`config.mk`:
```
export PLATFORM = sky130hd
export DESIGN_NAME = cfg_window
export DESIGN_NICKNAME = d
export VERILOG_FILES = /design/src/rtl/cfg_window.sv
export SDC_FILE = /design/constraint.sdc
export NUM_CORES = 1
export LEC_CHECK = 0
export ABC_AREA = 0
export BUFFER_PORTS_ARGS = -buffer_cell sky130_fd_sc_hd__buf_4
export CAP_MARGIN = 20
export CORE_MARGIN = 2
export CORE_UTILIZATION = 55
export DETAILED_ROUTE_END_ITERATION = 10
export PLACE_DENSITY = 0.87
export SYNTH_ARGS = -nofsm -noshare
export SYNTH_HDL_FRONTEND = slang
export SYNTH_SLANG_ARGS = --single-unit
```
`constraint.sdc`:
```
create_clock -name clk -period 5 [get_ports clk]
set_input_delay 0 -clock clk [delete_from_list [all_inputs] [get_ports clk]]
set_output_delay 0 -clock clk [all_outputs]
set_load 0.02 [all_outputs]
```
`src/rtl/cfg_window.sv`:
```
module cfg_window #(
  parameter int BUS_W = 8,
  parameter int DEV_W = 8,
  parameter int FN_W = 4,
  parameter int REG_W = 16,
  parameter int ADDR_W = 16,
  parameter logic [BUS_W-1:0] BUS_LO = '0,
  parameter logic [BUS_W-1:0] BUS_HI = BUS_W'(31),
  parameter logic [ADDR_W-1:0] SEL_OFS = ADDR_W'(16'h9000),
  parameter logic [ADDR_W-1:0] WIN_OFS = ADDR_W'(16'h8000)
) (
  input  logic              clk,
  input  logic              rst_n,
  input  logic              req_valid,
  output logic              req_ready,
  input  logic [BUS_W-1:0]  req_bus,
  input  logic [DEV_W-1:0]  req_dev,
  input  logic [FN_W-1:0]   req_fn,
  input  logic [REG_W-1:0]  req_reg,
  input  logic [2:0]        req_size,
  input  logic              req_wr,
  input  logic [31:0]       req_wdata,
  output logic              rsp_done,
  output logic [31:0]       rsp_rdata,
  output logic              ctl_valid,
  output logic              ctl_write,
  output logic [ADDR_W-1:0] ctl_addr,
  output logic [31:0]       ctl_wdata,
  output logic [3:0]        ctl_be,
  input  logic              ctl_ack,
  input  logic [31:0]       ctl_rdata
);

  localparam logic [BUS_W-1:0] BUS_SPAN = BUS_HI - BUS_LO;
  localparam logic [DEV_W-1:0] DEV_MAX = DEV_W'(31);
  localparam logic [FN_W-1:0]  FN_MAX = FN_W'(7);
  localparam logic [REG_W-1:0] REG_MAX = REG_W'(12'hFFF);

  typedef enum logic [1:0] {S_IDLE, S_SEL, S_ACC, S_FIN} st_t;

  st_t st_q;
  logic [31:0] sel_q, wdata_q, mask_q, rdata_q;
  logic [ADDR_W-1:0] addr_q;
  logic [3:0] be_q;
  logic [1:0] off_q;
  logic wr_q;

  logic [BUS_W-1:0] bus_rel;
  logic in_range, is_root, bus0_bad, size_ok, align_ok, fields_ok, req_ok;
  logic [1:0] off;
  logic [3:0] be;
  logic [31:0] mask, lane_wdata, sel_val;
  logic [ADDR_W-1:0] word_addr;

  assign bus_rel   = req_bus - BUS_LO;
  assign in_range  = bus_rel <= BUS_SPAN;
  assign is_root   = req_bus == '0 && req_dev == '0 && req_fn == '0;
  assign bus0_bad  = req_bus == '0 && !is_root;
  assign fields_ok = req_dev <= DEV_MAX && req_fn <= FN_MAX && req_reg <= REG_MAX;
  assign size_ok   = req_size == 3'd1 || req_size == 3'd2 || req_size == 3'd4;
  assign off       = req_reg[1:0];
  assign align_ok  = (req_size == 3'd4) ? (off == 2'd0) :
                     (req_size == 3'd2) ? !off[0] : 1'b1;
  assign req_ok    = in_range && fields_ok && !bus0_bad && size_ok && align_ok;

  always_comb begin
    case (req_size)
      3'd1:    begin be = 4'b0001 << off; mask = 32'h0000_00FF; end
      3'd2:    begin be = 4'b0011 << off; mask = 32'h0000_FFFF; end
      default: begin be = 4'b1111;        mask = 32'hFFFF_FFFF; end
    endcase
  end

  assign lane_wdata = (req_wdata & mask) << {off, 3'b000};
  assign sel_val    = (32'(req_bus) << 20) | (32'(req_dev[4:0]) << 15) |
                      (32'(req_fn[2:0]) << 12);
  assign word_addr  = ADDR_W'({req_reg[11:2], 2'b00}) + (is_root ? '0 : WIN_OFS);

  always_ff @(posedge clk or negedge rst_n) begin
    if (!rst_n) begin
      st_q    <= S_IDLE;
      sel_q   <= '0;
      wdata_q <= '0;
      mask_q  <= '0;
      rdata_q <= '0;
      addr_q  <= '0;
      be_q    <= '0;
      off_q   <= '0;
      wr_q    <= 1'b0;
    end else begin
      case (st_q)
        S_IDLE: if (req_valid) begin
          sel_q   <= sel_val;
          wdata_q <= lane_wdata;
          mask_q  <= mask;
          addr_q  <= word_addr;
          be_q    <= be;
          off_q   <= off;
          wr_q    <= req_wr;
          if (!req_ok) begin
            rdata_q <= req_wr ? 32'h0 : 32'hFFFF_FFFF;
            st_q    <= S_FIN;
          end else begin
            st_q <= is_root ? S_ACC : S_SEL;
          end
        end
        S_SEL: if (ctl_ack) st_q <= S_ACC;
        S_ACC: if (ctl_ack) begin
          rdata_q <= wr_q ? 32'h0 : ((ctl_rdata >> {off_q, 3'b000}) & mask_q);
          st_q    <= S_FIN;
        end
        default: st_q <= S_IDLE;
      endcase
    end
  end

  assign req_ready = st_q == S_IDLE;
  assign rsp_done  = st_q == S_FIN;
  assign rsp_rdata = rdata_q;
  assign ctl_valid = st_q == S_SEL || st_q == S_ACC;
  assign ctl_write = (st_q == S_SEL) ? 1'b1 : wr_q;
  assign ctl_addr  = (st_q == S_SEL) ? SEL_OFS : addr_q;
  assign ctl_wdata = (st_q == S_SEL) ? sel_q : (wr_q ? wdata_q : 32'h0);
  assign ctl_be    = (st_q == S_SEL) ? 4'hF : be_q;

  p_hold_r11: assert property (@(posedge clk) disable iff (!rst_n)
    ctl_valid && !ctl_ack |=> ctl_valid && $stable(ctl_addr) && $stable(ctl_wdata)
                              && $stable(ctl_be) && $stable(ctl_write));

  p_sel_then_data_r2: assert property (@(posedge clk) disable iff (!rst_n)
    ctl_valid && ctl_ack && ctl_addr == SEL_OFS |=> ctl_valid && ctl_addr != SEL_OFS);

  p_done_pulse_r10: assert property (@(posedge clk) disable iff (!rst_n)
    rsp_done |=> !rsp_done && req_ready);

  p_busy_r10: assert property (@(posedge clk) disable iff (!rst_n)
    req_valid && req_ready |=> !req_ready);

  p_lanes_r8: assert property (@(posedge clk) disable iff (!rst_n)
    ctl_valid |-> ($countones(ctl_be) == 1 || $countones(ctl_be) == 2 ||
                   $countones(ctl_be) == 4));

endmodule

```
==> results.yml, run 1 <==
run_status:
  status: "finished clean"
logic_synthesis:
  synth_top_area_share_pct: 45.20
  mappedNetlistArea_sq_um: 5703
  synthCells: 602
  ys_seq_elements: 103
  async_flop_share_pct: 100.0
  yosysMostFrequentCell: "nand2_1"
  ys.flop_type: "dfrtp_1"
  synth_warnings: 0
  synthTopCellsByArea: "dfrtp_1, nand2_1, a22o_1"
  synth_cell_types: 48
  ys_seq_area_share_pct: 45.20
  ys_top_cells_by_count: "nand2_1, dfrtp_1, a22o_1, a2bb2oi_1, nor2_1"
  syn_area_per_cell_sq_um: 9.473
  synth_edf_count: 0
  yosysTopAreaCell: "dfrtp_1"
route:
  antenna_left: 0
  drt_iter0_markers: 402
  wl_per_cell_um: 18.38
  dr.pass1.iters: 6
  drc: 0
  viasPerCell: 5.838
  vias: 5523
  routed_wl_um: 17390
global_route:
  grt_pass1_wl_um: 27650
  grt_antenna_before_repair: 0
  grt_pass1_vias: 5385
  grt_usage_pct: 31.28
  grt-ovfl-total: 0
  grt_max_degree: 72
timing:
  fmax_ghz: 0.3776
  worst_slew_pin_slew_ps: 1008
  tns_ps: 0
  finalHoldViolations: 0
  rsz0062_at_grt: "false"
  skew_ps: 13.77
  holdWs_ps: 22.15
  drv_slew: 0
  relSlewSlack_pct: 32.67
  fin_crit_ps: 2648
  layout_worst_path_cycle_share_pct: 52.96
  setup_viol: 0
cells_and_area:
  drive_gt1_share_pct: 32.59
  multiInputGateArea_sq_um: 2860
  final_cells: 946
  final_nets: 918
  seqCellArea_sq_um: 2577
  antenna_cells: 0
  areaGrowthSynthToFinish_pct: 36.00
  nFillCells: 704
clock_network:
  htree_levels: 3
  root_buffer: "clkbuf_8"
  cts-resized-gates: 0
  post_cts_buffers: 0
  clock-sinks: 103
  clk_pin_slew_worst_paths_ps: 100
  cts_tree: "built"
  postCtsHoldBufs: 44
  clock_latency_ps: 370
  clk_path_buf_depth: 2
  numCtsBuffers: 9
placed_design:
  gp_congestion: 0.8635
  port_buffers: 191
  placedCellCount: 886
  place_hpwl_um: 11780
min_path:
  hp-class: "input port to flop"
  hold_depth: 4
setup_path:
  cp_max_fo: 10
  arrival_ps: 2940
  reg2reg_depth: 7
  end_kind: "flop"
  criticalPathCategory: "flop to flop"
  worstSetupStartpointType: "flop"
  cp.required_ps: 5290
floorplan:
  io_pins: 196
  core_sq_um: 10180
  die_y_um: 105.8
  dieArea_sq_um: 11200
  rows: 37
  fp.dieW_um: 105.8
  start_util_pct: 56.00
power:
  power.total_w: 0.004633
  vdd_drop_max_v: 0.0003324
  power_density_nw_per_um2: 597.3
  p_leak_nw: 3.655
flow_run:
  max-cap-violations: 0
final timing paths:
kind / slack, ps / to / startpoint
max: 2350 / rsp_rdata[29]$_DFFE_PN0P_ / st_q[0]$_DFFE_PN0P_
min: 20 / wdata_q[29]$_DFFE_PN0P_ / req_wdata[29]
max reg2reg: 2350 / rsp_rdata[29]$_DFFE_PN0P_ / st_q[0]$_DFFE_PN0P_
min reg2reg: 470 / mask_q[7]$_DFFE_PN0P_ / mask_q[7]$_DFFE_PN0P_
max in group asynchronous: 3630 / addr_q[4]$_DFFE_PN0P_ / rst_n
min in group asynchronous: 100 / rsp_rdata[10]$_DFFE_PN0P_ / rst_n
state kept, by name, indices dropped and copies added, names as in the netlist:
| name | flops |
|---|---|
| be_q | 4 |
| off_q | 2 |
| addr_q | 11 |
| rsp_rdata | 32 |
| wdata_q | 32 |
| wr_q | 1 |
| st_q | 2 |
| mask_q | 3 |
| sel_q | 16 |
kinds of logic after synthesis:
kind of cell / synth area share, %
flip-flops: 45.20
AO/OA/AOI/OAI: 20.95
AND/OR/NAND/NOR: 21.33
adder cells (fa/ha/maj): 1.097
buffers and inverters: 4.893
XOR/XNOR: 0.3072
multiplexers: 6.165
other: 0.06576
power by group:
group	total [W]	leakage, nW	switching, W	internal (W)
sequential	0.00154	1.24	0.000302	0.00123
combinational	0.00252	2.31	0.00137	0.00115
clock	0.000573	0.107	0.000289	0.000284
total	0.00463	3.66	0.00196	0.00267
per-stage QoR:
step | area [sq um] | util, % | setup slack (ps)
5_1_grt | 7756 | 76.15 | 2149
2_1_floorplan | 5714 | - | 3150
3_3_place_gp | 7102 | 69.73 | 2747
4_1_cts | 7756 | 76.15 | 2468
6_report | 7756 | 76.15 | 2352
3_5_place_dp | 7102 | 69.73 | 2488
worst max-delay path, cell delays in order, from the launching register on:
cell	delay (ps)
dfrtp_1	460
inv_1	110
ha_1	210
nor2b_1	570
nand3b_1	360
nor2_1	520
nand2_1	170
a2bb2oi_2	160
cells in the final DEF (no fill, tap or decap), drive strengths merged, types with 10 or more instances in the layout:
cell type and n:
nand2 140, nand3b 10, nor2b 22, clkbuf 11
a22o 30, and2 18, or2 15, a2bb2oi 40
mux2i 16, dfrtp 103, dlygate4sd3 44, buf 198
nor2 30, o21ai 32, mux2 17, nand3 10
metal layers:
metal / up-vias / global-route usage (%) / wire length, um / share of wire, %
met1: 2640 / 41.12 / 6898 / 40
met3: 41 / 4.947 / 1425 / 8.2
met5: - / 0 / 0 / 0
met2: 337 / 51.24 / 8515 / 49
li1: 2505 / - / - / -
met4: 0 / 14.00 / 553 / 3.2
final cells by class:
class,instances,area share [%]
inverter,2,0.09679
multi-input combinational,447,36.88
sequential,103,33.23
clock inverter,5,1.065
clock buffer,11,1.694
tap,136,2.194
timing repair buffer,242,24.84
(Power assumes the default switching activity.)
==> inputs of run 2 (changes only) <==
- CORE_UTILIZATION: 55 -> 51
- PLACE_DENSITY: 0.87 -> 0.81
- clock period: 5 -> 2.6 ns (I/O delays scaled with it)
==> run 2 against run 1 <==
Against the previous run: worst setup slack worse by 1900 ps; combinational power increased by 96%; global-route usage shrank 3.0 points; clock skew hardly changed; first-iteration DRC count is 12% lower; sequential share of layout area decreased by 0.47 points; total power rose by 94%; via count shrank 2.5%; wire length decreased by 4.0%; sequential power grew 87%; critical path depth unchanged; clock power increased by 110%; critical path type is now flop to output port.
==> results.yml, run 2 (same netlist as run 1, synthesis figures left out) <==
power:
  power_density_nw_per_um2: 1144
  p_leak_nw: 3.717
  power_switching_w: 0.003787
  cell_internal_pwr_w: 0.005211
  swShare_pct: 42.09
  seqPwrFrac_pct: 32.0
  vdd_drop_max_v: 0.0007028
  p_clk_share_pct: 13.1
  comb_power_share_pct: 54.9
global_route:
  grt_usage_pct: 28.25
  grt_antenna_before_repair: 0
  grt-ovfl-total: 0
  grt_pass1_vias: 5224
  grt_pass1_wl_um: 26210
  grt_max_degree: 104
clock_network:
  numCtsBuffers: 9
  cts_tree: "built"
  clock-sinks: 103
  clk_pin_slew_worst_paths_ps: 100
  clk_path_buf_depth: 2
  root_buffer: "clkbuf_8"
  htree_levels: 3
  post_cts_buffers: 0
  clock_latency_ps: 370
cells_and_area:
  layout_common_cells: "buf_4, nand2_1, dfrtp_1, dlygate4sd3_1"
  final_common_cell: "buf_4"
  nFillCells: 792
  final_nets: 927
  final_cells: 959
  antenna_cells: 0
  multiInputGateArea_sq_um: 2861
  drive_gt1_share_pct: 33.58
  fin_area_sq_um: 7866
  seqCellArea_sq_um: 2577
  areaGrowthSynthToFinish_pct: 37.93
route:
  vias: 5383
  wl_per_cell_um: 17.41
  dr.pass1.iters: 6
  viasPerCell: 5.613
  drc: 0
  routed_wl_um: 16700
  antenna_left: 0
  drt_iter0_markers: 353
floorplan:
  fp.dieW_um: 109.7
  rows: 38
  core_sq_um: 10890
  dieArea_sq_um: 12040
  io_pins: 196
  die_y_um: 109.7
  start_util_pct: 52.38
timing:
  drv_slew: 0
  worst_slew_pin_slew_ps: 618.0
  skew_ps: 13.53
  fin_crit_ps: 2188
  setup_viol: 0
  relSlewSlack_pct: 58.72
  finalHoldViolations: 0
  tns_ps: 0
  fmax_ghz: 0.4570
  rsz0062_at_grt: "false"
  fin_ws_ps: 411.8
  layout_worst_path_cycle_share_pct: 84.16
setup_path:
  cp.required_ps: 2600
  worstSetupStartpointType: "flop"
  criticalPathCategory: "flop to output port"
  end_kind: "output port"
  arrival_ps: 2190
  cp_max_fo: 30
placed_design:
  place_hpwl_um: 11880
  placedCellCount: 898
  dp_slack_ps: 538.2
  port_buffers: 191
  gp_congestion: 0.9014
  dpl_cell_area_sq_um: 7181
flow_run:
  max-cap-violations: 0
run_status:
  status: "finished clean"
min_path:
  hp-class: "input port to flop"
## run 2: cell count changes in the layout (fill, tap and decap cells not counted), sizes merged
cell,before,now
dlygate4sd3,44,45
clkbuf,11,10
buf,198,206
inv,2,5
clkinv,3,1
## run 2: routing by layer
metal  global-route usage, %  vias to the layer above  part of all wire (%)
met2                   46.08                      218                    49
met3                   6.046                       32                   6.3
met1                   37.97                     2605                    43
met4                   8.318                        0                   2.1
met5                       0                        -                     0
li1                        -                     2528                     -
## run 2: critical path, cell delays in order, from the launching register on
cell and delay, ps:
dfrtp_1 450, inv_1 120, ha_1 210, buf_4 210, nor2b_1 150, buf_4 300
a22o_1 220, buf_4 160
## run 2: cell type report
cell class	count	area share, %
timing repair buffer	251	25.54
tap	140	2.227
inverter	2	0.09544
clock inverter	6	1.241
multi-input combinational	447	36.38
sequential	103	32.77
clock buffer	10	1.750
## run 2: timing repair
action / in CTS / in global routing
hold buffers: 45 / 0
endpoints found under the hold margin: 155 / 0
resized for setup: 0 / 0
## run 2: power by group through the flow
stage / Sequential [W] / Combinational [W] / Clock, W
after floorplan: 0.00305 / 0.00302 / 0
after global placement: 0.00286 / 0.00474 / 0
after detailed placement: 0.00289 / 0.00487 / 0
after CTS: 0.00287 / 0.00495 / 0.00120
after global routing: 0.00297 / 0.00535 / 0.00126
final: 0.00288 / 0.00494 / 0.00118
## run 2: path summary, 6_finish.rpt
| path | startpoint | end | slack, ps | depth (start not counted) |
|---|---|---|---|---|
| worst min register to register | addr_q[11]$_DFFE_PN0P_ | addr_q[11]$_DFFE_PN0P_ | 480 | 2 |
| worst max register to register | st_q[1]$_DFFE_PN0P_ | wdata_q[14]$_DFFE_PN0P_ | 490 | 5 |
| worst max-delay path | st_q[1]$_DFFE_PN0P_ | ctl_wdata[23] | 410 | 7 |
| max in group asynchronous | rst_n | wdata_q[0]$_DFFE_PN0P_ | 1960 | 3 |
| min in group asynchronous | rst_n | addr_q[8]$_DFFE_PN0P_ | 210 | 3 |
| worst min-delay path | req_wdata[31] | wdata_q[31]$_DFFE_PN0P_ | 30 | 4 |
## run 2: stage by stage
| step | hold WS (ps) | power (W) | utilization, % |
|---|---|---|---|
| finish | 27.65 | 0.008999 | 72.25 |
| global route | 36.56 | 0.009573 | 72.25 |
| CTS | 19.74 | 0.009015 | 72.25 |
| detailed placement | 103.2 | 0.007762 | 65.95 |
| global placement | 98.38 | 0.007604 | 65.95 |
| floorplan | -295.6 | 0.006068 | - |
